`config.mk`:
```
export PLATFORM = sky130hd
export DESIGN_NAME = sdram_cmd_monitor
export DESIGN_NICKNAME = d
export VERILOG_FILES = /design/src/rtl/sdram_mon_pkg.sv /design/src/rtl/sdram_cmd_decode.sv /design/src/rtl/sdram_bank_state.sv /design/src/rtl/sdram_read_burst.sv /design/src/rtl/sdram_mode_regs.sv /design/src/rtl/sdram_cmd_monitor.sv
export SDC_FILE = /design/constraint.sdc
export NUM_CORES = 1
export LEC_CHECK = 0
export ABC_AREA = 1
export BUFFER_PORTS_ARGS = -buffer_cell sky130_fd_sc_hd__buf_4
export CAP_MARGIN = 20
export CORE_MARGIN = 4
export CORE_UTILIZATION = 54
export DETAILED_ROUTE_END_ITERATION = 7
export GPL_TIMING_DRIVEN = 0
export PLACE_DENSITY = 0.92
export SLEW_MARGIN = 25
export SYNTH_ARGS = -nofsm -noshare
export SYNTH_HDL_FRONTEND = slang
export SYNTH_HIERARCHICAL = 1
export SYNTH_SLANG_ARGS = --single-unit
```
`constraint.sdc`:
```
create_clock -name clk_i -period 3.09 [get_ports clk_i]
set_input_delay 0.4635 -clock clk_i [delete_from_list [all_inputs] [get_ports clk_i]]
set_output_delay 0.4635 -clock clk_i [all_outputs]
set_load 0.03 [all_outputs]
```
`src/rtl/sdram_mon_pkg.sv`:
```
package sdram_mon_pkg;

  typedef enum logic [3:0] {
    CMD_NOP  = 4'd0,
    CMD_ACT  = 4'd1,
    CMD_RD   = 4'd2,
    CMD_WR   = 4'd3,
    CMD_BST  = 4'd4,
    CMD_PRE  = 4'd5,
    CMD_AREF = 4'd6,
    CMD_SREF = 4'd7,
    CMD_MRS  = 4'd8
  } cmd_e;

  typedef enum logic [2:0] {
    ERR_NONE       = 3'd0,
    ERR_NOT_OPEN   = 3'd1,
    ERR_ACT_OPEN   = 3'd2,
    ERR_BST        = 3'd3,
    ERR_BANKS_OPEN = 3'd4,
    ERR_MRS_RSVD   = 3'd5
  } err_e;

  // clocks per burst (double data rate: two beats per clock)
  function automatic logic [2:0] burst_clocks(input logic [2:0] bl_code);
    case (bl_code)
      3'd2:    return 3'd2;
      3'd3:    return 3'd4;
      default: return 3'd1;
    endcase
  endfunction

endpackage

```
`src/rtl/sdram_cmd_decode.sv`:
```
module sdram_cmd_decode
  import sdram_mon_pkg::*;
(
  input  logic cke_i,
  input  logic cs_ni,
  input  logic ras_ni,
  input  logic cas_ni,
  input  logic we_ni,
  output cmd_e cmd_o
);

  always_comb begin
    cmd_o = CMD_NOP;
    if (!cs_ni) begin
      unique case ({ras_ni, cas_ni, we_ni})
        3'b011:  cmd_o = CMD_ACT;
        3'b101:  cmd_o = CMD_RD;
        3'b100:  cmd_o = CMD_WR;
        3'b110:  cmd_o = CMD_BST;
        3'b010:  cmd_o = CMD_PRE;
        3'b001:  cmd_o = cke_i ? CMD_AREF : CMD_SREF;
        3'b000:  cmd_o = CMD_MRS;
        default: cmd_o = CMD_NOP;
      endcase
    end
  end

endmodule

```
`src/rtl/sdram_bank_state.sv`:
```
module sdram_bank_state #(
  parameter int ROW_W = 12,
  parameter int CNT_W = 3
) (
  input  logic             clk_i,
  input  logic             rst_ni,
  input  logic             act_i,
  input  logic [ROW_W-1:0] row_i,
  input  logic             ap_start_i,
  input  logic [CNT_W-1:0] ap_len_i,
  input  logic             close_i,
  output logic             open_o,
  output logic [ROW_W-1:0] row_o,
  output logic             ap_pend_o
);

  logic [CNT_W-1:0] ap_cnt_q;

  always_ff @(posedge clk_i or negedge rst_ni) begin
    if (!rst_ni) begin
      open_o   <= 1'b0;
      row_o    <= '0;
      ap_cnt_q <= '0;
    end else if (close_i) begin
      open_o   <= 1'b0;
      ap_cnt_q <= '0;
    end else if (act_i) begin
      open_o <= 1'b1;
      row_o  <= row_i;
    end else if (ap_start_i) begin
      ap_cnt_q <= ap_len_i;
    end else if (ap_cnt_q != '0) begin
      ap_cnt_q <= ap_cnt_q - 1'b1;
      if (ap_cnt_q == CNT_W'(1)) open_o <= 1'b0;
    end
  end

  assign ap_pend_o = (ap_cnt_q != '0);

  p_act_row_r2: assert property (@(posedge clk_i) disable iff (!rst_ni)
    act_i && !close_i |=> open_o && row_o == $past(row_i));

  p_ap_hold_r7: assert property (@(posedge clk_i) disable iff (!rst_ni)
    ap_start_i && !close_i |=> open_o && ap_pend_o);

  p_close_r4: assert property (@(posedge clk_i) disable iff (!rst_ni)
    close_i |=> !open_o && !ap_pend_o);

endmodule

```
`src/rtl/sdram_read_burst.sv`:
```
module sdram_read_burst #(
  parameter int CNT_W = 3
) (
  input  logic             clk_i,
  input  logic             rst_ni,
  input  logic             rd_start_i,
  input  logic             rd_ap_i,
  input  logic             wr_start_i,
  input  logic             bst_i,
  input  logic [CNT_W-1:0] len_i,
  output logic             bst_ok_o
);

  logic [CNT_W-1:0] cnt_q;
  logic             ap_q;

  always_ff @(posedge clk_i or negedge rst_ni) begin
    if (!rst_ni) begin
      cnt_q <= '0;
      ap_q  <= 1'b0;
    end else if (wr_start_i || bst_i) begin
      cnt_q <= '0;
      ap_q  <= 1'b0;
    end else if (rd_start_i) begin
      cnt_q <= len_i;
      ap_q  <= rd_ap_i;
    end else if (cnt_q != '0) begin
      cnt_q <= cnt_q - 1'b1;
    end
  end

  assign bst_ok_o = (cnt_q != '0) && !ap_q;

  p_bst_after_wr_r8: assert property (@(posedge clk_i) disable iff (!rst_ni)
    wr_start_i |=> !bst_ok_o);

  p_bst_after_ap_r8: assert property (@(posedge clk_i) disable iff (!rst_ni)
    rd_start_i && rd_ap_i && !wr_start_i && !bst_i |=> !bst_ok_o);

  p_bst_plain_rd_r8: assert property (@(posedge clk_i) disable iff (!rst_ni)
    rd_start_i && !rd_ap_i && !wr_start_i && !bst_i |=> bst_ok_o);

endmodule

```
`src/rtl/sdram_mode_regs.sv`:
```
module sdram_mode_regs #(
  parameter int W = 12
) (
  input  logic         clk_i,
  input  logic         rst_ni,
  input  logic         load_i,
  input  logic         sel_ext_i,
  input  logic [W-1:0] data_i,
  output logic [W-1:0] base_o,
  output logic [W-1:0] ext_o
);

  always_ff @(posedge clk_i or negedge rst_ni) begin
    if (!rst_ni) begin
      base_o <= '0;
      ext_o  <= '0;
    end else if (load_i) begin
      if (sel_ext_i) ext_o  <= data_i;
      else           base_o <= data_i;
    end
  end

  p_load_base_r5: assert property (@(posedge clk_i) disable iff (!rst_ni)
    load_i && !sel_ext_i |=> base_o == $past(data_i) && $stable(ext_o));

  p_load_ext_r5: assert property (@(posedge clk_i) disable iff (!rst_ni)
    load_i && sel_ext_i |=> ext_o == $past(data_i) && $stable(base_o));

endmodule

```
`src/rtl/sdram_cmd_monitor.sv`:
```
module sdram_cmd_monitor
  import sdram_mon_pkg::*;
#(
  parameter int NUM_BANKS = 4,
  parameter int ADDR_W    = 12,
  parameter int DM_W      = 2,
  parameter int AP_BIT    = 10,
  localparam int BA_W     = $clog2(NUM_BANKS),
  localparam int MAX_CLKS = 4,
  localparam int CNT_W    = $clog2(MAX_CLKS + 1)
) (
  input  logic                        clk_i,
  input  logic                        rst_ni,
  input  logic                        cke_i,
  input  logic                        cs_ni,
  input  logic                        ras_ni,
  input  logic                        cas_ni,
  input  logic                        we_ni,
  input  logic [BA_W-1:0]             ba_i,
  input  logic [ADDR_W-1:0]           addr_i,
  input  logic [DM_W-1:0]             dm_i,
  output logic [3:0]                  cmd_o,
  output logic                        err_o,
  output logic [2:0]                  err_code_o,
  output logic [NUM_BANKS-1:0]        bank_open_o,
  output logic [NUM_BANKS*ADDR_W-1:0] open_row_o,
  output logic [ADDR_W-1:0]           mode_base_o,
  output logic [ADDR_W-1:0]           mode_ext_o,
  output logic [DM_W-1:0]             wr_byte_en_o
);

  cmd_e                 cmd;
  err_e                 err_n;
  logic                 ok;
  logic                 ap_req;
  logic                 any_open;
  logic                 sel_open;
  logic                 sel_pend;
  logic                 bst_ok;
  logic                 is_access;
  logic [CNT_W-1:0]     burst_len;
  logic [NUM_BANKS-1:0] bank_open;
  logic [NUM_BANKS-1:0] ap_pend;

  sdram_cmd_decode u_decode (
    .cke_i  (cke_i),
    .cs_ni  (cs_ni),
    .ras_ni (ras_ni),
    .cas_ni (cas_ni),
    .we_ni  (we_ni),
    .cmd_o  (cmd)
  );

  assign ap_req    = addr_i[AP_BIT];
  assign any_open  = |bank_open;
  assign sel_open  = bank_open[ba_i];
  assign sel_pend  = ap_pend[ba_i];
  assign is_access = (cmd == CMD_RD) || (cmd == CMD_WR);
  assign burst_len = CNT_W'(burst_clocks(mode_base_o[2:0]));

  // legality; first failing rule wins
  always_comb begin
    err_n = ERR_NONE;
    unique case (cmd)
      CMD_ACT:           if (sel_open) err_n = ERR_ACT_OPEN;
      CMD_RD, CMD_WR:    if (!sel_open || sel_pend) err_n = ERR_NOT_OPEN;
      CMD_BST:           if (!bst_ok) err_n = ERR_BST;
      CMD_AREF, CMD_SREF: if (any_open) err_n = ERR_BANKS_OPEN;
      CMD_MRS: begin
        if (any_open)                err_n = ERR_BANKS_OPEN;
        else if (ba_i > BA_W'(1))    err_n = ERR_MRS_RSVD;
      end
      default: err_n = ERR_NONE;
    endcase
  end

  assign ok = (err_n == ERR_NONE);

  for (genvar b = 0; b < NUM_BANKS; b++) begin : g_bank
    logic hit;
    logic [ADDR_W-1:0] row_q;

    assign hit = (ba_i == BA_W'(b));

    sdram_bank_state #(
      .ROW_W (ADDR_W),
      .CNT_W (CNT_W)
    ) u_bank (
      .clk_i      (clk_i),
      .rst_ni     (rst_ni),
      .act_i      (ok && cmd == CMD_ACT && hit),
      .row_i      (addr_i),
      .ap_start_i (ok && is_access && ap_req && hit),
      .ap_len_i   (burst_len),
      .close_i    (cmd == CMD_PRE && (ap_req || hit)),
      .open_o     (bank_open[b]),
      .row_o      (row_q),
      .ap_pend_o  (ap_pend[b])
    );

    assign open_row_o[b*ADDR_W +: ADDR_W] = row_q;
  end

  sdram_read_burst #(
    .CNT_W (CNT_W)
  ) u_burst (
    .clk_i      (clk_i),
    .rst_ni     (rst_ni),
    .rd_start_i (ok && cmd == CMD_RD),
    .rd_ap_i    (ap_req),
    .wr_start_i (ok && cmd == CMD_WR),
    .bst_i      (ok && cmd == CMD_BST),
    .len_i      (burst_len),
    .bst_ok_o   (bst_ok)
  );

  sdram_mode_regs #(
    .W (ADDR_W)
  ) u_mode (
    .clk_i     (clk_i),
    .rst_ni    (rst_ni),
    .load_i    (ok && cmd == CMD_MRS),
    .sel_ext_i (ba_i[0]),
    .data_i    (addr_i),
    .base_o    (mode_base_o),
    .ext_o     (mode_ext_o)
  );

  assign bank_open_o = bank_open;

  always_ff @(posedge clk_i or negedge rst_ni) begin
    if (!rst_ni) begin
      cmd_o        <= CMD_NOP;
      err_o        <= 1'b0;
      err_code_o   <= ERR_NONE;
      wr_byte_en_o <= '0;
    end else begin
      cmd_o        <= cmd;
      err_o        <= !ok;
      err_code_o   <= err_n;
      wr_byte_en_o <= ~dm_i;
    end
  end

  p_pre_all_r4: assert property (@(posedge clk_i) disable iff (!rst_ni)
    cmd == CMD_PRE && ap_req |=> bank_open_o == '0);

  p_access_closed_r3: assert property (@(posedge clk_i) disable iff (!rst_ni)
    is_access && !sel_open |=> err_o && err_code_o == ERR_NOT_OPEN
      && !bank_open_o[$past(ba_i)]);

  p_mrs_rsvd_r5: assert property (@(posedge clk_i) disable iff (!rst_ni)
    cmd == CMD_MRS && !any_open && ba_i > BA_W'(1)
      |=> err_o && err_code_o == ERR_MRS_RSVD && $stable(mode_base_o) && $stable(mode_ext_o));

  p_busy_refresh_r6: assert property (@(posedge clk_i) disable iff (!rst_ni)
    (cmd == CMD_AREF || cmd == CMD_SREF || cmd == CMD_MRS) && any_open
      |=> err_o && err_code_o == ERR_BANKS_OPEN && $stable(mode_base_o));

  p_act_open_r2: assert property (@(posedge clk_i) disable iff (!rst_ni)
    cmd == CMD_ACT && sel_open |=> err_o && err_code_o == ERR_ACT_OPEN);

  p_err_flag_r1: assert property (@(posedge clk_i) disable iff (!rst_ni)
    err_o == (err_code_o != ERR_NONE));

endmodule

```
==> qor.txt, run 1 <==
Status: finished clean
Drt initial violations: 417
H-tree levels: 3
Actual slew at the worst max-slew pin: 0.915 ns
Worst slew margin: 39.0%
Post-Synth Adder-Cell Area: 3.56%
Mapped Avg Cell Area: 7.98 µm²
CP Data Arrival Time: 3.05 ns
DR vias: 4,593
Post-synth ARST share: 100%
Yosys reg bits: 102
Worst R2R Path Depth: 17
Count of cell types in the netlist: 25
RSZ-0062 raised after global routing: false
Setup crit end kind: flip-flop
WHS: 0.165 ns
Syn Inst Count: 616
Worst Path Required: 3.41 ns
Max Cap Violations: 0
Crit path launch type: flip-flop
Hold crit path type: input port to asynchronous set/reset pin
Critical path type: flip-flop to flip-flop
Most frequent cell after synthesis: nand2_1
Antenna viol nets, final: 0
PostCTS Resize Cnt: 0
Vias in the first global route: 4,647
Layout area overhead: 23.0%
Pwr Density: 957 mW/mm²
Crit-path max FO: 7
Final WL: 13.5 mm
Initial antenna violation count: 0
Die height: 103 µm
DR DRC count: 0
Final critical-path share of the clock period: 88.3%
Slew Viols, Final: 0
Total die area: 0.0107 mm²
EDFF count, synth: 0
Overflow after GRT: 0
Ys Warns: 6
Port Buf Inserts: 107
Starting Density: 55.8%
Post-Synth XOR/XNOR Area: 0%
Clock sink total: 102
# setup viols final: 0
First-pass GRT wire length: 22.2 mm
GP Congestion: 0.844
Postcts setup bufs: 0
Root buf cell: clkbuf_8
Main combinational cell family by area after synthesis: simple AND/OR/NAND/NOR gates
Final TNS setup: 0 ns
Synth Cell Area: 0.00492 mm²
IR drop worst, VDD: 0.706 mV
IO Pins: 109
Synth top cells by count: nand2_1 (291), dfrtp_1 (102), nor2_1 (45), nand3_1 (44), inv_1 (37)
Area of the multi-input gates: 0.00203 mm²
Share of cells above drive strength 1: 24.2%
Min Tclk post-route: 2.73 ns
Post-synthesis mux area share: 0%
Clock Path Buffers: 2
Routed WL per cell: 16.0 µm
Register area: 0.00255 mm²
TritonCTS clock tree: done
Hold Buf Count CTS: 0
# diodes: 0
Post-detail-place hpwl: 9.73 mm
Ranking of synthesized cells by area: dfrtp_1 (52%), nand2_1 (22%), nand3_1 (4.5%)
Skew-Pair Late Insertion Delay: 0.37 ns
Fin. Hold Viols: 0
CTS buffer count: 9
Clock skew: 0.0113 ns
Nets: 771
Die Wd: 103 µm
Total GRT Usage: 26.6%
Core region area: 0.00881 mm²
Post-synthesis sequential area ratio: 51.9%
Via density: 5.42
Fmax: 366 MHz
Largest net degree at the start of global routing: 103
Post-synth top area share: 51.9%
Post-synthesis compound-gate area fraction: 2.90%
Synth Area in Simple Gates: 34.9%
Post-synth top area cell: dfrtp_1
Post-Syn Nets: 653
Std-Cell Rows: 34
Main synth FF type: dfrtp_1
Clock transition time at the flip-flop clock pins of the worst setup and hold paths: 0.11 ns
Pre-antenna DRT Iters: 5
Leakage: 0.00342 µW
# fillers: 658
-- flip-flops by register name, summed over array words and instances (netlist names) --
register                flops
g_bank.u_bank/row_o        48
err_o                       1
g_bank.u_bank/open_o        4
u_mode/ext_o               12
err_code_o                  3
cmd_o                       4
u_burst/ap_q                1
wr_byte_en_o                2
g_bank.u_bank/ap_cnt_q     12
u_mode/base_o              12
u_burst/cnt_q               3
-- report_power, final --
part | leakage (µW) | total, µW | switching (µW) | internal [µW]
clock | 0.0000949 | 823 | 512 | 312
combinational | 0.00202 | 2780 | 1810 | 972
sequential | 0.00130 | 2180 | 361 | 1820
total | 0.00342 | 5790 | 2680 | 3110
-- metal layers --
layer,part of all wire (%),GRT usage [%],up-vias
met4,3.4,11.3,0
met3,10,7.31,46
li1,-,-,2123
met2,49,45.8,252
met1,38,31.1,2172
met5,0,0,-
-- area by class of cell --
cell class | count | share of cell area (%)
plain buffers | 17 | 2.36
clock buffers | 9 | 2.05
clock inverters | 7 | 1.10
inverters | 49 | 3.08
multi-input cells | 448 | 33.6
flip-flops and latches | 102 | 42.2
well taps | 108 | 2.23
repair buffers | 107 | 13.3
-- metrics by stage --
| step | total power, µW | setup WS (ns) | instance area [µm²] | util [%] | std cells |
|---|---|---|---|---|---|
| after floorplan | 3860 | 0.771 | 4920 | - | 616 |
| after global placement | 4760 | 0.253 | 5850 | 66.5 | 831 |
| after detailed placement | 4940 | 0.0872 | 5860 | 66.5 | 831 |
| after CTS | 5770 | 0.409 | 6050 | 68.7 | 847 |
| after global routing | 6140 | 0.102 | 6050 | 68.7 | 847 |
| final | 5790 | 0.361 | 6050 | 68.7 | 847 |
-- layout by cell type, fill, tap and decap left out, drive strengths merged --
| cell | count |
|---|---|
| nand2 | 303 |
| buf | 124 |
| dfrtp | 102 |
| inv | 52 |
| nor2 | 51 |
| nand3 | 47 |
| o21ai | 18 |
| ha | 14 |
| clkbuf | 9 |
| a21oi | 6 |
| or2 | 4 |
| nor3 | 3 |
| clkinv | 3 |
| nand3b | 1 |
| clkinvlp | 1 |
| o21a | 1 |
-- logic make-up (layout without fill, tap and decap cells) --
family          Yosys count  count (layout)
flops                   102             102
simple gates            409             409
compound gates           25              25
buf+inv                  66             189
fa+ha+maj                14              14
-- critical path, cell delays in order (launching register included) --
cell,delay [ns]
dfrtp_1,0.44
inv_1,0.11
ha_1,0.14
inv_1,0.06
or2_2,0.29
nand3_1,0.09
nand2_1,0.06
nor2_1,0.09
nand2_1,0.09
a21oi_4,0.19
nand3_2,0.14
nor2_1,0.38
nor2_1,0.14
nand2_1,0.11
nand2_2,0.09
nor2_4,0.12
nand2_1,0.07
nand2_1,0.06
-- final timing paths --
kind,slack [ns],to,from
worst max-delay path,0.36,g_bank[2].u_bank/ap_cnt_q[1],g_bank[3].u_bank/ap_cnt_q[0]
worst min-delay path,0.16,cmd_o[2],rst_ni
worst max register to register,0.36,g_bank[2].u_bank/ap_cnt_q[1],g_bank[3].u_bank/ap_cnt_q[0]
worst min register to register,0.49,g_bank[3].u_bank/row_o[4],g_bank[3].u_bank/row_o[4]
max in group asynchronous,2.29,g_bank[1].u_bank/row_o[4],rst_ni
min in group clk_i,0.22,wr_byte_en_o[1],dm_i[1]
Note: power is estimated with default switching activity, not from simulation.
==> inputs of run 2 (changes only) <==
--- a/config.mk
+++ b/config.mk
@@ -8,11 +8,13 @@
 export ABC_AREA = 1
 export BUFFER_PORTS_ARGS = -buffer_cell sky130_fd_sc_hd__buf_4
 export CAP_MARGIN = 20
+export CELL_PAD_IN_SITES_DETAIL_PLACEMENT = 1
+export CELL_PAD_IN_SITES_GLOBAL_PLACEMENT = 2
 export CORE_MARGIN = 4
-export CORE_UTILIZATION = 54
+export CORE_UTILIZATION = 31
 export DETAILED_ROUTE_END_ITERATION = 7
 export GPL_TIMING_DRIVEN = 0
-export PLACE_DENSITY = 0.92
+export PLACE_DENSITY = 0.91
 export SLEW_MARGIN = 25
 export SYNTH_ARGS = -nofsm -noshare
 export SYNTH_HDL_FRONTEND = slang
==> run 2 against run 1 <==
Compared with the run above:
- die area up 68%
- via count down 3.5%
- fmax about the same
- sequential share of layout area down 1.5 points
- highest routed layer unchanged
- routed wire length up 12%
==> qor.txt, run 2 (same netlist as run 1, synthesis figures left out) <==
DR DRC count: 0 (unchanged)
IR drop worst, VDD: 0.523 mV (was 0.706 mV)
Share of cells above drive strength 1: 24.2% (unchanged)
TritonCTS clock tree: done (unchanged)
Top delay family on crit path: simple AND/OR/NAND/NOR gates (unchanged)
Leakage: 0.00347 µW (was 0.00342 µW)
Worst path slowest cell: dfrtp_1 (unchanged)
CP Data Arrival Time: 3.02 ns (was 3.05 ns)
Area of the multi-input gates: 0.00204 mm² (was 0.00203 mm²)
# diodes: 0 (unchanged)
Fin cells: 950 (was 847)
# fillers: 1,875 (was 658)
Commonest non-fill, non-tap cell in the layout: nand2_1 (unchanged)
Overall power: 6050 µW (was 5790 µW)
Clock transition time at the flip-flop clock pins of the worst setup and hold paths: 0.07 ns (was 0.11 ns)
WHS: 0.207 ns (was 0.165 ns)
Core region area: 0.0154 mm² (was 0.00881 mm²)
Reg-to-reg setup timing slack: 0.36 ns (about the same)
Starting Density: 32.0% (was 55.8%)
Clock Path Buffers: 2 (unchanged)
Overflow after GRT: 0 (unchanged)
H-tree levels: 3 (unchanged)
CP Depth: 17 (unchanged)
Die Wd: 134 µm (was 103 µm)
Setup crit end kind: flip-flop (unchanged)
Crit path launch type: flip-flop (unchanged)
R2r endpoint: g_bank[1].u_bank/ap_cnt_q[0] (was g_bank[2].u_bank/ap_cnt_q[1])
Port Buf Inserts: 107 (unchanged)
RSZ-0062 raised after global routing: false (unchanged)
Final Cell Area: 0.00628 mm² (was 0.00605 mm²)
Routed WL per cell: 16.0 µm (about the same)
Critical path type: flip-flop to flip-flop (unchanged)
Nets: 771 (unchanged)
Clock sink total: 102 (unchanged)
Crit-path most repeated cell: nand2_1 (unchanged)
Pwr Density: 964 mW/mm² (was 957 mW/mm²)
Pre-antenna DRT Iters: 4 (was 5)
Net Sw Frac: 44.2% (was 46.3%)
Placed cell areas: 0.00599 mm² (was 0.00586 mm²)
Via density: 4.66 (was 5.42)
Total die area: 0.0179 mm² (was 0.0107 mm²)
Register area: 0.00255 mm² (unchanged)
CP Buf/Inv Count: 2 (unchanged)
CTS buffer count: 9 (unchanged)
Initial antenna violation count: 0 (unchanged)
Largest net degree at the start of global routing: 103 (unchanged)
Internal power of the cells: 3370 µW (was 3110 µW)
Worst R2R Path Depth: 17 (unchanged)
IO Pins: 109 (unchanged)
Std-Cell Rows: 45 (was 34)
Total GRT Usage: 17.3% (was 26.6%)
Commonest cells after routing, fill and taps aside: nand2_1 (291), buf_4 (114), dfrtp_1 (102) (unchanged)
Critical path startpoint: g_bank[3].u_bank/ap_cnt_q[0] (unchanged)
Clock skew: 0.0106 ns (was 0.0113 ns)
Sequential share of power: 36.3% (was 37.7%)
Max FFs per register: 48 (unchanged)
Post-detail-place hpwl: 11.5 mm (was 9.73 mm)
# setup viols final: 0 (unchanged)
Antenna viol nets, final: 0 (unchanged)
Reg-to-reg startpoint: g_bank[3].u_bank/ap_cnt_q[0] (unchanged)
Utilization after layout: 40.8% (was 68.7%)
Final WL: 15.2 mm (was 13.5 mm)
P_sw: 2680 µW (about the same)
Status: finished clean (unchanged)
Fmax: 366 MHz (about the same)
Drt initial violations: 158 (was 417)
Hold crit path type: input port to asynchronous set/reset pin (unchanged)
Crit-path max FO: 7 (unchanged)
Slew Viols, Final: 0 (unchanged)
Skew-Pair Late Insertion Delay: 0.35 ns (was 0.37 ns)
Min Tclk post-route: 2.73 ns (about the same)
Gate power share: 45.5% (was 48.1%)
Layout area overhead: 27.7% (was 23.0%)
Clock power frac: 18.2% (was 14.2%)
Worst path cell trace: inv_1, ha_1, inv_1, or2_2, nand3_1, nand2_1, nor2_1, nand2_1, a21oi_4, nand3_2, nor2_1, nor2_1, nand2_1, nand2_2, nor2_4, nand2_1, nand2_1 (unchanged)
Root buf cell: clkbuf_16 (was clkbuf_8)
CP endpoint: g_bank[1].u_bank/ap_cnt_q[0] (was g_bank[2].u_bank/ap_cnt_q[1])
DR vias: 4,430 (was 4,593)
Final critical-path share of the clock period: 88.3% (about the same)
Die height: 134 µm (was 103 µm)
Dpl cells: 934 (was 831)
Fin. Hold Viols: 0 (unchanged)
Worst Path Required: 3.38 ns (was 3.41 ns)
Actual slew at the worst max-slew pin: 0.842 ns (was 0.915 ns)
Top reg by flops: g_bank.u_bank/row_o (unchanged)
Max incr delay on CP: 0.41 ns (was 0.44 ns)
GP Congestion: 0.814 (was 0.844)
First-pass GRT wire length: 24.6 mm (was 22.2 mm)
Max Cap Violations: 0 (unchanged)
Worst slew margin: 43.8% (was 39.0%)
Vias in the first global route: 4,789 (was 4,647)
run 2: power by group through the flow:
stage	registers, µW	clock network [µW]	logic, µW
final	2190	1100	2750
after floorplan	2880	0	982
after global routing	2260	1200	3040
after detailed placement	2210	0	2790
after global placement	2180	0	2670
after CTS	2200	1140	2800
run 2: layout make-up:
class / count / share of cell area [%]
well taps: 211 / 4.21
plain buffers: 17 / 2.27
flip-flops and latches: 102 / 40.7
clock inverters: 5 / 0.638
clock buffers: 11 / 3.87
inverters: 49 / 2.97
repair buffers: 107 / 12.9
multi-input cells: 448 / 32.5
run 2: worst min-delay path by stage:
stage	cells after the start	endpoint	start
finish	1	u_burst/ap_q	rst_ni
CTS	2	wr_byte_en_o[0]	dm_i[0]
floorplan	0	cmd_o[0]	rst_ni
detailed placement	2	g_bank[0].u_bank/row_o[8]	g_bank[0].u_bank/row_o[8]
global placement	2	u_mode/ext_o[1]	u_mode/ext_o[1]
global route	2	wr_byte_en_o[0]	dm_i[0]
run 2: routing by layer:
layer | wire length, µm | GRT usage [%]
met1 | 6230 | 20.2
met2 | 7680 | 30.1
met3 | 1090 | 6.23
met4 | 175 | 4.40
met5 | 0 | 0
run 2: per-stage QoR:
| step | setup TNS (ns) | setup WS, ns |
|---|---|---|
| 2_1_floorplan | 0 | 0.771 |
| 3_3_place_gp | 0 | 0.141 |
| 6_report | 0 | 0.360 |
| 4_1_cts | 0 | 0.335 |
| 5_1_grt | 0 | 0.0861 |
| 3_5_place_dp | -0.0362 | -0.0254 |
run 2: timing repair:
item,4_1_cts,5_1_grt
setup buffers,0,0
resized for setup,0,1
hold buffers,0,0
endpoints found under the setup margin,0,2
==> inputs of run 3 (changes only) <==
--- a/config.mk
+++ b/config.mk
@@ -10,6 +10,7 @@
 export CAP_MARGIN = 20
 export CELL_PAD_IN_SITES_DETAIL_PLACEMENT = 1
 export CELL_PAD_IN_SITES_GLOBAL_PLACEMENT = 2
+export CORE_ASPECT_RATIO = 1.75
 export CORE_MARGIN = 4
 export CORE_UTILIZATION = 31
 export DETAILED_ROUTE_END_ITERATION = 7
==> run 3 against run 2 <==
Compared with the run above:
- power fell by 0.26%
- clock skew rose by 0.00087 ns
- setup slack got worse by 0.069 ns
- count of clock-buffer cells in the layout fell by 1
- fmax fell by 2.5%
- first-iteration DRC count fell by 16%
- sequential cell count did not move
- sequential share of layout area rose by 0.24 points
- via count fell by 1.3%
- critical path type unchanged
- largest cell class unchanged
==> qor.txt, run 3 (same netlist as run 1, synthesis figures left out) <==
Status: finished clean (unchanged)
Initial antenna violation count: 0 (unchanged)
Slew Viols, Final: 0 (unchanged)
Share of cells above drive strength 1: 24.1% (was 24.2%)
Crit-path max FO: 7 (unchanged)
Root buf cell: clkbuf_16 (unchanged)
IR drop worst, VDD: 0.414 mV (was 0.523 mV)
Total GRT Usage: 17.7% (was 17.3%)
IO Pins: 109 (unchanged)
Port Buf Inserts: 107 (unchanged)
Commonest cells after routing, fill and taps aside: nand2_1 (291), buf_4 (114), dfrtp_1 (102) (unchanged)
Fin cells: 925 (was 950)
Max FFs per register: 48 (unchanged)
Overflow after GRT: 0 (unchanged)
GP Congestion: 0.820 (was 0.814)
Clock skew: 0.0115 ns (was 0.0106 ns)
Overall power: 6030 µW (was 6050 µW)
Largest net degree at the start of global routing: 103 (unchanged)
Postcts setup bufs: 0 (unchanged)
Dpl cells: 909 (was 934)
Layout area overhead: 27.0% (was 27.7%)
Pwr Density: 967 mW/mm² (was 964 mW/mm²)
Starting Density: 31.8% (was 32.0%)
Crit path launch type: flip-flop (unchanged)
Antenna viol nets, final: 0 (unchanged)
Skew-Pair Late Insertion Delay: 0.35 ns (about the same)
Final TNS setup: 0 ns (unchanged)
Hold crit path type: input port to asynchronous set/reset pin (unchanged)
Worst path cell trace: inv_1, ha_1, inv_1, or2_2, nand3_1, nand2_1, nor2_1, nand2_1, a21oi_4, nand3_2, nor2_1, nor2_1, nand2_1, nand2_2, nor2_4, nand2_1, nand2_1 (unchanged)
Die Wd: 103 µm (was 134 µm)
PostCTS Resize Cnt: 0 (unchanged)
Worst Path Required: 3.37 ns (was 3.38 ns)
Nets: 771 (unchanged)
Pre-antenna DRT Iters: 4 (unchanged)
Via density: 4.73 (was 4.66)
CP Data Arrival Time: 3.08 ns (was 3.02 ns)
Fmax: 357 MHz (was 366 MHz)
Leakage: 0.00347 µW (about the same)
DR DRC count: 0 (unchanged)
# setup viols final: 0 (unchanged)
Hold Buf Count CTS: 0 (unchanged)
Reg-to-reg startpoint: g_bank[2].u_bank/ap_cnt_q[0] (was g_bank[3].u_bank/ap_cnt_q[0])
Clock transition time at the flip-flop clock pins of the worst setup and hold paths: 0.07 ns (about the same)
Routed WL per cell: 16.5 µm (was 16.0 µm)
Worst path slowest cell: dfrtp_1 (unchanged)
# diodes: 0 (unchanged)
Actual slew at the worst max-slew pin: 0.841 ns (was 0.842 ns)
Core region area: 0.0155 mm² (was 0.0154 mm²)
Reg-to-reg setup timing slack: 0.29 ns (was 0.36 ns)
DR vias: 4,373 (was 4,430)
Max Cap Violations: 0 (unchanged)
Vias in the first global route: 4,931 (was 4,789)
Top reg by flops: g_bank.u_bank/row_o (unchanged)
Max incr delay on CP: 0.43 ns (was 0.41 ns)
Drt initial violations: 133 (was 158)
Total die area: 0.0180 mm² (was 0.0179 mm²)
Worst slew margin: 43.9% (was 43.8%)
Critical path type: flip-flop to flip-flop (unchanged)
H-tree levels: 3 (unchanged)
Final WL: 15.2 mm (about the same)
First-pass GRT wire length: 25.1 mm (was 24.6 mm)
Clock sink total: 102 (unchanged)
Final critical-path share of the clock period: 90.6% (was 88.3%)
Std-Cell Rows: 60 (was 45)
Commonest non-fill, non-tap cell in the layout: nand2_1 (unchanged)
Die height: 175 µm (was 134 µm)
Setup crit end kind: flip-flop (unchanged)
RSZ-0062 raised after global routing: false (unchanged)
Min Tclk post-route: 2.80 ns (was 2.73 ns)
TritonCTS clock tree: done (unchanged)
Fin. Hold Viols: 0 (unchanged)
CTS buffer count: 9 (unchanged)
Clock Path Buffers: 2 (unchanged)
Crit-path most repeated cell: nand2_1 (unchanged)
Post-detail-place hpwl: 11.7 mm (was 11.5 mm)
Critical path startpoint: g_bank[2].u_bank/ap_cnt_q[0] (was g_bank[3].u_bank/ap_cnt_q[0])
run 3: cell types whose count changed in the layout (fill, tap and decap cells not counted):
cell and delta:
nor3_1 +1, clkinv_4 +1, inv_6 -2, clkbuf_8 -1, inv_8 +2, nor3_2 -1
run 3: layout make-up:
cell class / instances / area (µm²)
Timing Repair Buffer: 107 / 810
Buffer: 17 / 143
Tap cell: 186 / 233
Multi-Input combinational cell: 448 / 2030
Inverter: 49 / 186
Clock buffer: 10 / 229
Sequential cell: 102 / 2550
Clock inverter: 6 / 53.8
Fill cell: 1909 / 9220
run 3: worst max-delay path, delay by kind of cell (launching register included):
family	cells	cell delay [ns]
flops	1	0.43
fa+ha+maj	1	0.16
compound gates	1	0.20
buf+inv	2	0.17
simple gates	13	1.78
run 3: power breakdown:
| group | internal [µW] | leakage, µW | switching [µW] | total (µW) |
|---|---|---|---|---|
| combinational | 970 | 0.00202 | 1780 | 2750 |
| clock | 563 | 0.000141 | 531 | 1090 |
| sequential | 1830 | 0.00130 | 366 | 2190 |
| total | 3360 | 0.00347 | 2670 | 6030 |
run 3: per-stage QoR:
stage	utilization [%]	hold WS [ns]	instance area, µm²	setup WS [ns]
global route	40.4	0.252	6240	0.0792
global placement	38.5	0.457	5950	0.0570
floorplan	-	0.168	4920	0.771
detailed placement	38.5	0.464	5960	0.0184
CTS	40.3	0.237	6240	0.306
finish	40.4	0.190	6240	0.291
run 3: metal layers:
metal / vias to the layer above / wire, µm / track usage, % / share of wire, %
li1: 2119 / - / - / -
met1: 2150 / 5540 / 18.5 / 36
met2: 88 / 8700 / 34.0 / 57
met3: 16 / 679 / 3.52 / 4.5
met4: 0 / 315 / 5.62 / 2.1
met5: - / 0 / 0 / 0
run 3: worst paths after layout:
check                                          endpoint  cells past startpoint
setup / recovery           g_bank[3].u_bank/ap_cnt_q[2]                     17
hold / removal             g_bank[2].u_bank/ap_cnt_q[2]                      1
setup reg to reg           g_bank[3].u_bank/ap_cnt_q[2]                     17
hold reg to reg                         u_mode/ext_o[2]                      2
max in group asynchronous              u_burst/cnt_q[1]                      1
min in group clk_i                      wr_byte_en_o[0]                      2
